## config.mk

```make
export PLATFORM = sky130hd
export DESIGN_NAME = wlock_seq
export DESIGN_NICKNAME = d
export VERILOG_FILES = /design/src/rtl/wlock_pkg.sv /design/src/rtl/wlock_dp.sv /design/src/rtl/wlock_ctrl.sv /design/src/rtl/wlock_seq.sv
export SDC_FILE = /design/constraint.sdc
export NUM_CORES = 1
export LEC_CHECK = 0
export BUFFER_PORTS_ARGS = -buffer_cell sky130_fd_sc_hd__buf_2
export CAP_MARGIN = 10
export CORE_ASPECT_RATIO = 0.7
export CORE_MARGIN = 2
export CORE_UTILIZATION = 45
export DETAILED_ROUTE_END_ITERATION = 8
export GPL_ROUTABILITY_DRIVEN = 0
export HOLD_SLACK_MARGIN = 0.06
export PLACE_DENSITY = 0.74
export SYNTH_ARGS = -nofsm -noshare
export SYNTH_HDL_FRONTEND = slang
export SYNTH_SLANG_ARGS = --single-unit
```

## constraint.sdc

```tcl
create_clock -name clk -period 2.6 [get_ports clk]
set_input_delay 0.65 -clock clk [delete_from_list [all_inputs] [get_ports clk]]
set_output_delay 0.65 -clock clk [all_outputs]
set_load 0.1 [all_outputs]
```

## src/rtl/wlock_pkg.sv

```systemverilog
package wlock_pkg;

  typedef enum logic [2:0] {
    S_IDLE,
    S_KEY1,
    S_KEY2,
    S_ARMED,
    S_ER3,
    S_ER4,
    S_ER5
  } seqState_t;

  typedef struct packed {
    logic keyA;
    logic keyB;
    logic cmdLock;
    logic cmdErase;
    logic cmdClear;
  } keyHits_t;

  typedef struct packed {
    logic pass;
    logic block;
    logic setProt;
    logic clrProt;
  } ctrlStb_t;

endpackage

```

## src/rtl/wlock_dp.sv

```systemverilog
module wlock_dp
  import wlock_pkg::*;
#(
  parameter int ADDR_W = 17,
  parameter int DATA_W = 8,
  parameter int KEY_AW = 15,
  parameter logic [KEY_AW-1:0] ADDR_A = 15'h5555,
  parameter logic [KEY_AW-1:0] ADDR_B = 15'h2AAA,
  parameter logic [DATA_W-1:0] DATA_A = 8'hAA,
  parameter logic [DATA_W-1:0] DATA_B = 8'h55,
  parameter logic [DATA_W-1:0] CMD_LOCK = 8'hA0,
  parameter logic [DATA_W-1:0] CMD_ERASE = 8'h80,
  parameter logic [DATA_W-1:0] CMD_CLEAR = 8'h20
) (
  input  logic              clk,
  input  logic              rstN,
  input  logic [ADDR_W-1:0] wrAddr,
  input  logic [DATA_W-1:0] wrData,
  input  ctrlStb_t          stb,
  output keyHits_t          hits,
  output logic              protOn,
  output logic              wrPass,
  output logic              wrBlock,
  output logic [ADDR_W-1:0] passAddr,
  output logic [DATA_W-1:0] passData
);

  logic [KEY_AW-1:0] lowAddr;
  logic atA;
  logic atB;

  assign lowAddr = wrAddr[KEY_AW-1:0];
  assign atA = (lowAddr == ADDR_A);
  assign atB = (lowAddr == ADDR_B);

  always_comb begin
    hits.keyA     = atA && (wrData == DATA_A);
    hits.keyB     = atB && (wrData == DATA_B);
    hits.cmdLock  = atA && (wrData == CMD_LOCK);
    hits.cmdErase = atA && (wrData == CMD_ERASE);
    hits.cmdClear = atA && (wrData == CMD_CLEAR);
  end

  always_ff @(posedge clk) begin
    if (!rstN) begin
      protOn   <= 1'b0;
      wrPass   <= 1'b0;
      wrBlock  <= 1'b0;
      passAddr <= '0;
      passData <= '0;
    end else begin
      if (stb.setProt) protOn <= 1'b1;
      else if (stb.clrProt) protOn <= 1'b0;
      wrPass  <= stb.pass;
      wrBlock <= stb.block;
      if (stb.pass) begin
        passAddr <= wrAddr;
        passData <= wrData;
      end
    end
  end

endmodule

```

## src/rtl/wlock_ctrl.sv

```systemverilog
module wlock_ctrl
  import wlock_pkg::*;
(
  input  logic     clk,
  input  logic     rstN,
  input  logic     resPin,
  input  logic     wrStb,
  input  keyHits_t hits,
  input  logic     protOn,
  output ctrlStb_t stb
);

  seqState_t state;
  seqState_t nxt;
  logic restart;

  always_comb begin
    nxt     = state;
    stb     = '0;
    restart = 1'b0;
    if (wrStb) begin
      if (!resPin) begin
        stb.block = 1'b1;
        nxt       = S_IDLE;
      end else begin
        restart = 1'b1;
        case (state)
          S_KEY1: if (hits.keyB) begin nxt = S_KEY2; restart = 1'b0; end
          S_KEY2: begin
            if (hits.cmdLock) begin nxt = S_ARMED; restart = 1'b0; end
            else if (hits.cmdErase) begin nxt = S_ER3; restart = 1'b0; end
          end
          S_ARMED: begin
            stb.setProt = 1'b1;
            stb.pass    = 1'b1;
            nxt         = S_IDLE;
            restart     = 1'b0;
          end
          S_ER3: if (hits.keyA) begin nxt = S_ER4; restart = 1'b0; end
          S_ER4: if (hits.keyB) begin nxt = S_ER5; restart = 1'b0; end
          S_ER5: if (hits.cmdClear) begin
            stb.clrProt = 1'b1;
            nxt         = S_IDLE;
            restart     = 1'b0;
          end
          default: ;
        endcase
        if (restart) begin
          if (hits.keyA) begin
            nxt = S_KEY1;
          end else begin
            nxt = S_IDLE;
            if (protOn) stb.block = 1'b1;
            else stb.pass = 1'b1;
          end
        end
      end
    end else if (!resPin) begin
      nxt = S_IDLE;
    end
  end

  always_ff @(posedge clk) begin
    if (!rstN) state <= S_IDLE;
    else state <= nxt;
  end

endmodule

```

## src/rtl/wlock_seq.sv

```systemverilog
module wlock_seq
  import wlock_pkg::*;
#(
  parameter int ADDR_W = 17,
  parameter int DATA_W = 8,
  parameter int KEY_AW = 15
) (
  input  logic              clk,
  input  logic              rstN,
  input  logic              resPin,
  input  logic              wrStb,
  input  logic [ADDR_W-1:0] wrAddr,
  input  logic [DATA_W-1:0] wrData,
  output logic              protOn,
  output logic              wrPass,
  output logic              wrBlock,
  output logic [ADDR_W-1:0] passAddr,
  output logic [DATA_W-1:0] passData
);

  keyHits_t hits;
  ctrlStb_t stb;

  wlock_ctrl u_ctrl (
    .clk(clk), .rstN(rstN), .resPin(resPin), .wrStb(wrStb),
    .hits(hits), .protOn(protOn), .stb(stb)
  );

  wlock_dp #(.ADDR_W(ADDR_W), .DATA_W(DATA_W), .KEY_AW(KEY_AW)) u_dp (
    .clk(clk), .rstN(rstN), .wrAddr(wrAddr), .wrData(wrData), .stb(stb),
    .hits(hits), .protOn(protOn), .wrPass(wrPass), .wrBlock(wrBlock),
    .passAddr(passAddr), .passData(passData)
  );

endmodule

```

==> results of run 1 <==
==> final cells by class <==
cell class	count	area, µm²
clock buffer	6	82.58
clock inverter	2	35.03
fill	306	1171
inverter	2	7.507
multi-input combinational	147	965.9
sequential	31	620.6
tap	50	62.56
timing repair buffer	91	590.6
==> metal layers <==
layer  wire [µm]  vias up  global-route usage (%)
met5           0        -                       0
met4          50        0                   8.182
met3         292        8                   6.436
met2        1966       55                   32.01
met1        2192      794                   26.42
li1            -      854                       -
==> sequential cells by signal, indices dropped and copies added (netlist names) <==
name / count
u_dp.protOn: 1
u_ctrl.state: 3
u_dp.wrBlock: 1
u_dp.passAddr: 17
u_dp.passData: 8
u_dp.wrPass: 1
==> through the flow <==
step / util, % / TNS, ps / cell area, µm²
after detailed placement: 61.25 / -6630 / 2166
after global routing: 66.88 / -219.9 / 2365
after CTS: 64.58 / 0 / 2283
final: 66.88 / 0 / 2365
after global placement: 61.25 / -3754 / 2166
after floorplan: - / 0 / 1659
==> placed cells by master (no fill, tap or decap), types with 2 or more instances in the layout <==
master / synthesis / routed
buf_2: 0 / 55
a31oi_1: 2 / 2
nand2b_1: 3 / 3
nand2_1: 59 / 59
nand3_1: 4 / 4
or3_1: 2 / 2
nor3_1: 4 / 4
a21oi_1: 2 / 2
nand4_1: 5 / 5
nand4b_1: 2 / 2
a211o_1: 2 / 2
clkbuf_8: 0 / 6
buf_6: 2 / 2
and4_1: 3 / 2
buf_4: 0 / 31
inv_1: 2 / 2
dfxtp_1: 31 / 31
o21ai_0: 2 / 2
nor2_1: 5 / 5
mux2i_1: 26 / 26
nor4bb_1: 5 / 4
==> timing repair <==
| item | CTS | global route |
|---|---|---|
| buffers inserted | 0 | 2 |
| endpoints found under the setup margin | 0 | 25 |
| resized for setup | 0 | 7 |
==> power by group through the flow <==
stage / Combinational (mW) / Sequential [mW] / Clock, mW
after global placement: 0.311 / 0.516 / 0
after CTS: 0.315 / 0.506 / 0.505
after detailed placement: 0.314 / 0.517 / 0
after global routing: 0.344 / 0.508 / 0.530
final: 0.329 / 0.506 / 0.494
after floorplan: 0.0761 / 0.668 / 0
==> critical path: stages <==
cell and delay, ps:
buf_2 120, or4b_2 670, nor3_1 280, nand2_1 180
a311oi_4 380, buf_4 210, clkbuf_16 150, mux2i_1 180
==> cells by family after synthesis <==
| group | after synthesis |
|---|---|
| and+or+nand+nor | 102 |
| muxes | 26 |
| DFF | 31 |
| AOI/OAI and AO/OA | 19 |
| buffers and inverters | 14 |
==> worst paths after layout <==
kind,start,endpoint,cells past startpoint
worst max-delay path,wrAddr[7],u_dp.passAddr[10],8
worst min-delay path,u_dp.passAddr[15],u_dp.passAddr[15],2
worst max register to register,u_ctrl.state[0],u_dp.passAddr[10],8
worst min register to register,u_dp.passAddr[15],u_dp.passAddr[15],2
==> impl_results.md, run 1 <==
* Status: finished, final reports clean
* Fin. max-slew vios at 0
* Vias in the first global route at 1,448
* Top cells by area, synth: dfxtp_1 37%, mux2i_1 16%, nand2_1 13%
* Simple logic cell fraction of the synthesized area at 32.05%
* Netlist cell types at 41
* CTS max path bufs at 2
* Worst endpoint required time at 2820 ps
* Die area at 4196 µm²
* Async set-reset flop share out of synthesis at 0%
* XOR/XNOR Fraction of Synth Area at 0%
* Routed WL at 4502 µm
* Peak supply drop at 414.8 µV
* Most frequent cell after synthesis: nand2_1
* Clk root buf: clkbuf_8
* Layout cells sized above 1 at 38.35%
* Die height at 54.80 µm
* 1st-pass router iterations at 4
* Fin worst setup slack at 9.388 ps
* CTS tree: done
* Setup slack, reg-to-reg at 120 ps
* HPWL after DPL at 3190 µm
* Syn Area/Cell at 8.641 µm²
* Slew @ Worst Pin at 622.0 ps
* Total Power at 1.329 mW
* Final setup fails at 0
* Sequential share of power at 38.1%
* Area Overhead vs Synth at 42.53%
* Int Power at 0.8996 mW
* Area share of the largest cell type after synthesis at 37.41%
* HP Class: flop to flop
* Multiplexer share of the synthesized area at 15.69%
* Critical path class: input port to flop
* H-tree depth at 2
* Largest family of logic cells by synthesized area: simple AND/OR/NAND/NOR gates
* Syn_nets at 221
* Type of destination of the critical path: flop
* Drt drc at 0
* Num rows at 18
* GR Overflow Total at 0
* Switching pwr at 0.4292 mW
* Num CTS Buffers at 5
* CTS Hold Bufs at 0
* Most frequent cells after synthesis: 59 x nand2_1, 31 x dfxtp_1, 26 x mux2i_1, 8 x clkbuf_1
* Largest net degree at the start of global routing at 38
* Routed len/inst at 13.68 µm
* Post-route minimum period at 2591 ps
* Initial antenna violation count at 0
* Fin Hold WS at 455.0 ps
* Iter 0 DRT Violations at 110
* All-Layer GR Usage at 20.33%
* Vias post-DR at 1,711
* Core ar. at 3536 µm²
* Vias/cell at 5.201
* #FFs+latches synth at 31
* Synth Area in Compound Gates at 8.824%
* Starting Density at 46.92%
* Die width at 76.58 µm
* Post-synth EDFFs at 0
* Final nets at 307
* Leading area contributor after synthesis: dfxtp_1
* Crit Path Max Fanout at 5
* Slew headroom at 58.54%
* Mapped Cells at 192
* Routed Antenna Nets at 0
* Io pins at 57
* Fmax at 386.0 MHz
* Finished Layout Cells at 329
* WP data arrival at 2810 ps
* Synth Area in Adders at 0%
* Final hold vios at 0
* Synth Cell Area at 1659 µm²
* Sw frac at 32.30%
* Clk_lat worst skew at 290 ps
* Crit share post-route at 99.64%
* RSZ-0062 raised after global routing: true
* First-pass GRT wire length at 6534 µm
* Ys Warns at 0
* Setup WS pre-CTS at -278.7 ps
* Pwr per Cell Area at 561.9 nW/µm²
* P_leak at 1.192 nW
* Max Cap Viol at 0
* Top FF cell, synth: dfxtp_1
* ANT cells at 0
* # clock sinks at 31
* Gate power share at 24.7%
* Port Buffer Count at 56
* Inst Count DP at 317
* Clock skew at 5.007 ps
* Startpoint types: input port
* Reg clk slew, reported paths at 70 ps
* Clock power share at 37.2%
* Post-synthesis sequential area ratio at 37.41%
(Power assumes the default switching activity.)
==> run 2, diff against run 1 <==
==> constraint.sdc (replaced) <==
create_clock -name clk -period 2.6 [get_ports clk]
set_input_delay 0 -clock clk [delete_from_list [all_inputs] [get_ports clk]]
set_output_delay 0 -clock clk [all_outputs]
set_load 0.1 [all_outputs]
==> run 2 against run 1 <==
Effect of this change: flip-flop and latch count stayed put; count of clock-buffer cells in the layout is 1 lower; sequential share of layout area hardly changed; worst hold slack worse by 230 ps; critical path depth is 2 higher; core utilization is 0.11 points higher; combinational power is 2% higher; register-to-register slack better by 30 ps; largest power group unchanged.
==> impl_results.md, run 2 (same netlist as run 1, synthesis figures left out) <==
* Reg clk slew, reported paths at 70 ps (about the same)
* Slew @ Worst Pin at 548.1 ps (-73.87 ps)
* Critical path class: input port to flop
* Layout cells sized above 1 at 27.96% (-10 points)
* Routed WL at 4683 µm (+4.0%)
* GR Overflow Total at 0 (unchanged)
* Drt drc at 0 (unchanged)
* # clock sinks at 31 (unchanged)
* Setup crit start: wrAddr[10]
* Crit-path leading delay family: simple AND/OR/NAND/NOR gates
* Pwr per Cell Area at 511.3 nW/µm² (-9.0%)
* Design area at 2369 µm² (+0.16%)
* Finished Layout Cells at 329 (unchanged)
* Most frequent cells in the layout: 59 x nand2_1, 56 x buf_2, 31 x dfxtp_1, 27 x dlygate4sd3_1, 26 x mux2i_1
* Port Buffer Count at 56 (unchanged)
* Fmax at 397.4 MHz (+2.9%)
* CTS tree: done
* Die width at 76.58 µm (unchanged)
* Crit share post-route at 96.79% (-2.8 points)
* Crit. path cell count at 10 (+2)
* P_leak at 1.154 nW (-3.1%)
* Setup slack, reg-to-reg at 150 ps (+30 ps)
* Clk_lat worst skew at 290 ps (about the same)
* 1st-pass router iterations at 4 (unchanged)
* Int Power at 0.7778 mW (-14%)
* Final nets at 307 (unchanged)
* HP Class: input port to flop
* Status: finished, final reports clean
* CP max stage delay at 580 ps (-90 ps)
* Routed Antenna Nets at 0 (unchanged)
* Leading registers by flop count: u_dp.passAddr x17, u_dp.passData x8, u_ctrl.state x3
* Clock skew at 10.50 ps (+5.497 ps)
* Final setup fails at 0 (unchanged)
* Vias/cell at 5.198 (about the same)
* Crit Path Max Fanout at 13 (+8)
* Area Overhead vs Synth at 42.76%
* # fillers at 298 (-2.6%)
* Largest net degree at the start of global routing at 33 (-13%)
* Sequential share of power at 41.8% (+3.7 points)
* Placed Area at 1963 µm² (-9.4%)
* Commonest non-fill, non-tap cell in the layout: nand2_1
* Sw frac at 35.77% (+3.5 points)
* Startpoint types: input port
* ANT cells at 0 (unchanged)
* Core ar. at 3536 µm² (unchanged)
* Reg2Reg Depth at 8 (unchanged)
* Top reg by flops: u_dp.passAddr
* Max Cap Viol at 0 (unchanged)
* HPWL after DPL at 2896 µm (-9.2%)
* Number of flip-flops in the largest register at 17 (unchanged)
* Footprint of the multi-input gates at 949.7 µm² (-1.7%)
* WP data arrival at 2720 ps (-90 ps)
* Worst setup path endpoint: u_dp.passAddr[3]
* Initial antenna violation count at 0 (unchanged)
* R2R Path Start: u_ctrl.state[1]
* Iter 0 DRT Violations at 135 (+23%)
* Starting Density at 46.92% (unchanged)
* Num rows at 18 (unchanged)
* Post-route minimum period at 2517 ps (-74.00 ps)
* Clk root buf: clkbuf_8
* Routed len/inst at 14.23 µm (+4.0%)
* Fin. max-slew vios at 0 (unchanged)
* Reg-to-Reg End: u_dp.passAddr[3]
* Io pins at 57 (unchanged)
* Num CTS Buffers at 5 (unchanged)
* Switching pwr at 0.4332 mW (+0.92%)
* Die area at 4196 µm² (unchanged)
* Vias in the first global route at 1,518 (+4.8%)
* CP cell instances: dlygate4sd3_1, buf_2, nor4bb_1, nand4_1, or4_4, and3_4, a311oi_4, buf_4, buf_12, mux2i_1
* CTS max path bufs at 2 (unchanged)
* Slew headroom at 63.18% (+4.6 points)
* First-pass GRT wire length at 7217 µm (+10%)
* Vias post-DR at 1,710 (-0.058%)
* Final hold vios at 0 (unchanged)
* Worst path bufs/invs at 4 (+1)
* Sequential cell area at 620.6 µm² (unchanged)
* Type of destination of the critical path: flop
* All-Layer GR Usage at 22.65% (+2.3 points)
* Worst endpoint required time at 2810 ps (about the same)
* H-tree depth at 2 (unchanged)
* Gate power share at 27.6% (+2.9 points)
* Peak supply drop at 411.1 µV (-0.89%)
* Slowest CP cell: or4_4
* Inst Count DP at 290 (-8.5%)
* Clock power share at 30.6% (-6.6 points)
* Die height at 54.80 µm (unchanged)
* Count of cells resized by post-cts repair at 0 (unchanged)
==> run 2: changes by cell type in the layout (fill, tap and decap cells not counted), sizes merged <==
cell / delta
clkinv: +2
clkbuf: -1
dlygate4sd3: +27
bufinv: -1
buf: -27
==> run 2: worst reg2reg max path, stage by stage (launching register included) <==
cell and delay, ps:
dfxtp_1 310, nor4bb_1 290, nand4_1 150, or4_4 580, and3_4 220, a311oi_4 290
buf_4 170, buf_12 160, mux2i_1 210
==> run 2: stage by stage <==
step | total power [mW] | worst slack, ps | util, % | hold WS [ps] | setup TNS [ps]
after floorplan | 0.7443 | 254.0 | - | 97.71 | 0
after global placement | 0.8047 | 265.4 | 55.52 | 255.0 | 0
after detailed placement | 0.8066 | 201.1 | 55.52 | 255.6 | 0
after CTS | 1.208 | 123.1 | 65.53 | 208.0 | 0
after global routing | 1.260 | -5.631 | 66.99 | 271.3 | -5.631
final | 1.211 | 83.39 | 66.99 | 222.7 | 0
==> run 2: repair_timing <==
action / 4_1_cts / 5_1_grt
endpoints found under the hold margin: 29 / 0
hold buffers: 27 / 0
setup buffers: 0 / 2
endpoints found under the setup margin: 0 / 1
==> run 2: worst min path at each step <==
stage                     from                 to  slack (ps)  cells after the start
global placement    wrAddr[15]  u_dp.passAddr[15]         250                      3
detailed placement  wrAddr[15]  u_dp.passAddr[15]         260                      3
CTS                       rstN  u_dp.passAddr[10]         210                      3
floorplan               resPin       u_dp.wrBlock         100                      1
global route              rstN   u_dp.passData[5]         270                      3
finish                    rstN  u_dp.passAddr[10]         220                      3
==> run 2: area by class of cell <==
| cell class | instances | area share [%] |
|---|---|---|
| Timing Repair Buffer | 91 | 27.21 |
| Clock buffer | 5 | 2.905 |
| Multi-Input combinational cell | 147 | 40.10 |
| Inverter | 2 | 0.3170 |
| Clock inverter | 3 | 0.6339 |
| Tap cell | 50 | 2.641 |
| Sequential cell | 31 | 26.20 |
==> run 2: power groups by stage <==
stage / clock [mW] / combinational [mW] / sequential [mW]
global placement: 0 / 0.288 / 0.516
finish: 0.370 / 0.334 / 0.507
CTS: 0.381 / 0.321 / 0.506
floorplan: 0 / 0.0761 / 0.668
detailed placement: 0 / 0.290 / 0.516
global route: 0.401 / 0.350 / 0.509
==> run 2: metal layers <==
| layer | up-vias | share of wire, % | track usage, % |
|---|---|---|---|
| met5 | - | 0 | 0 |
| met2 | 71 | 44 | 37.32 |
| met3 | 5 | 7.0 | 5.776 |
| met1 | 779 | 48 | 29.81 |
| met4 | 0 | 0.94 | 7.273 |
| li1 | 855 | - | - |
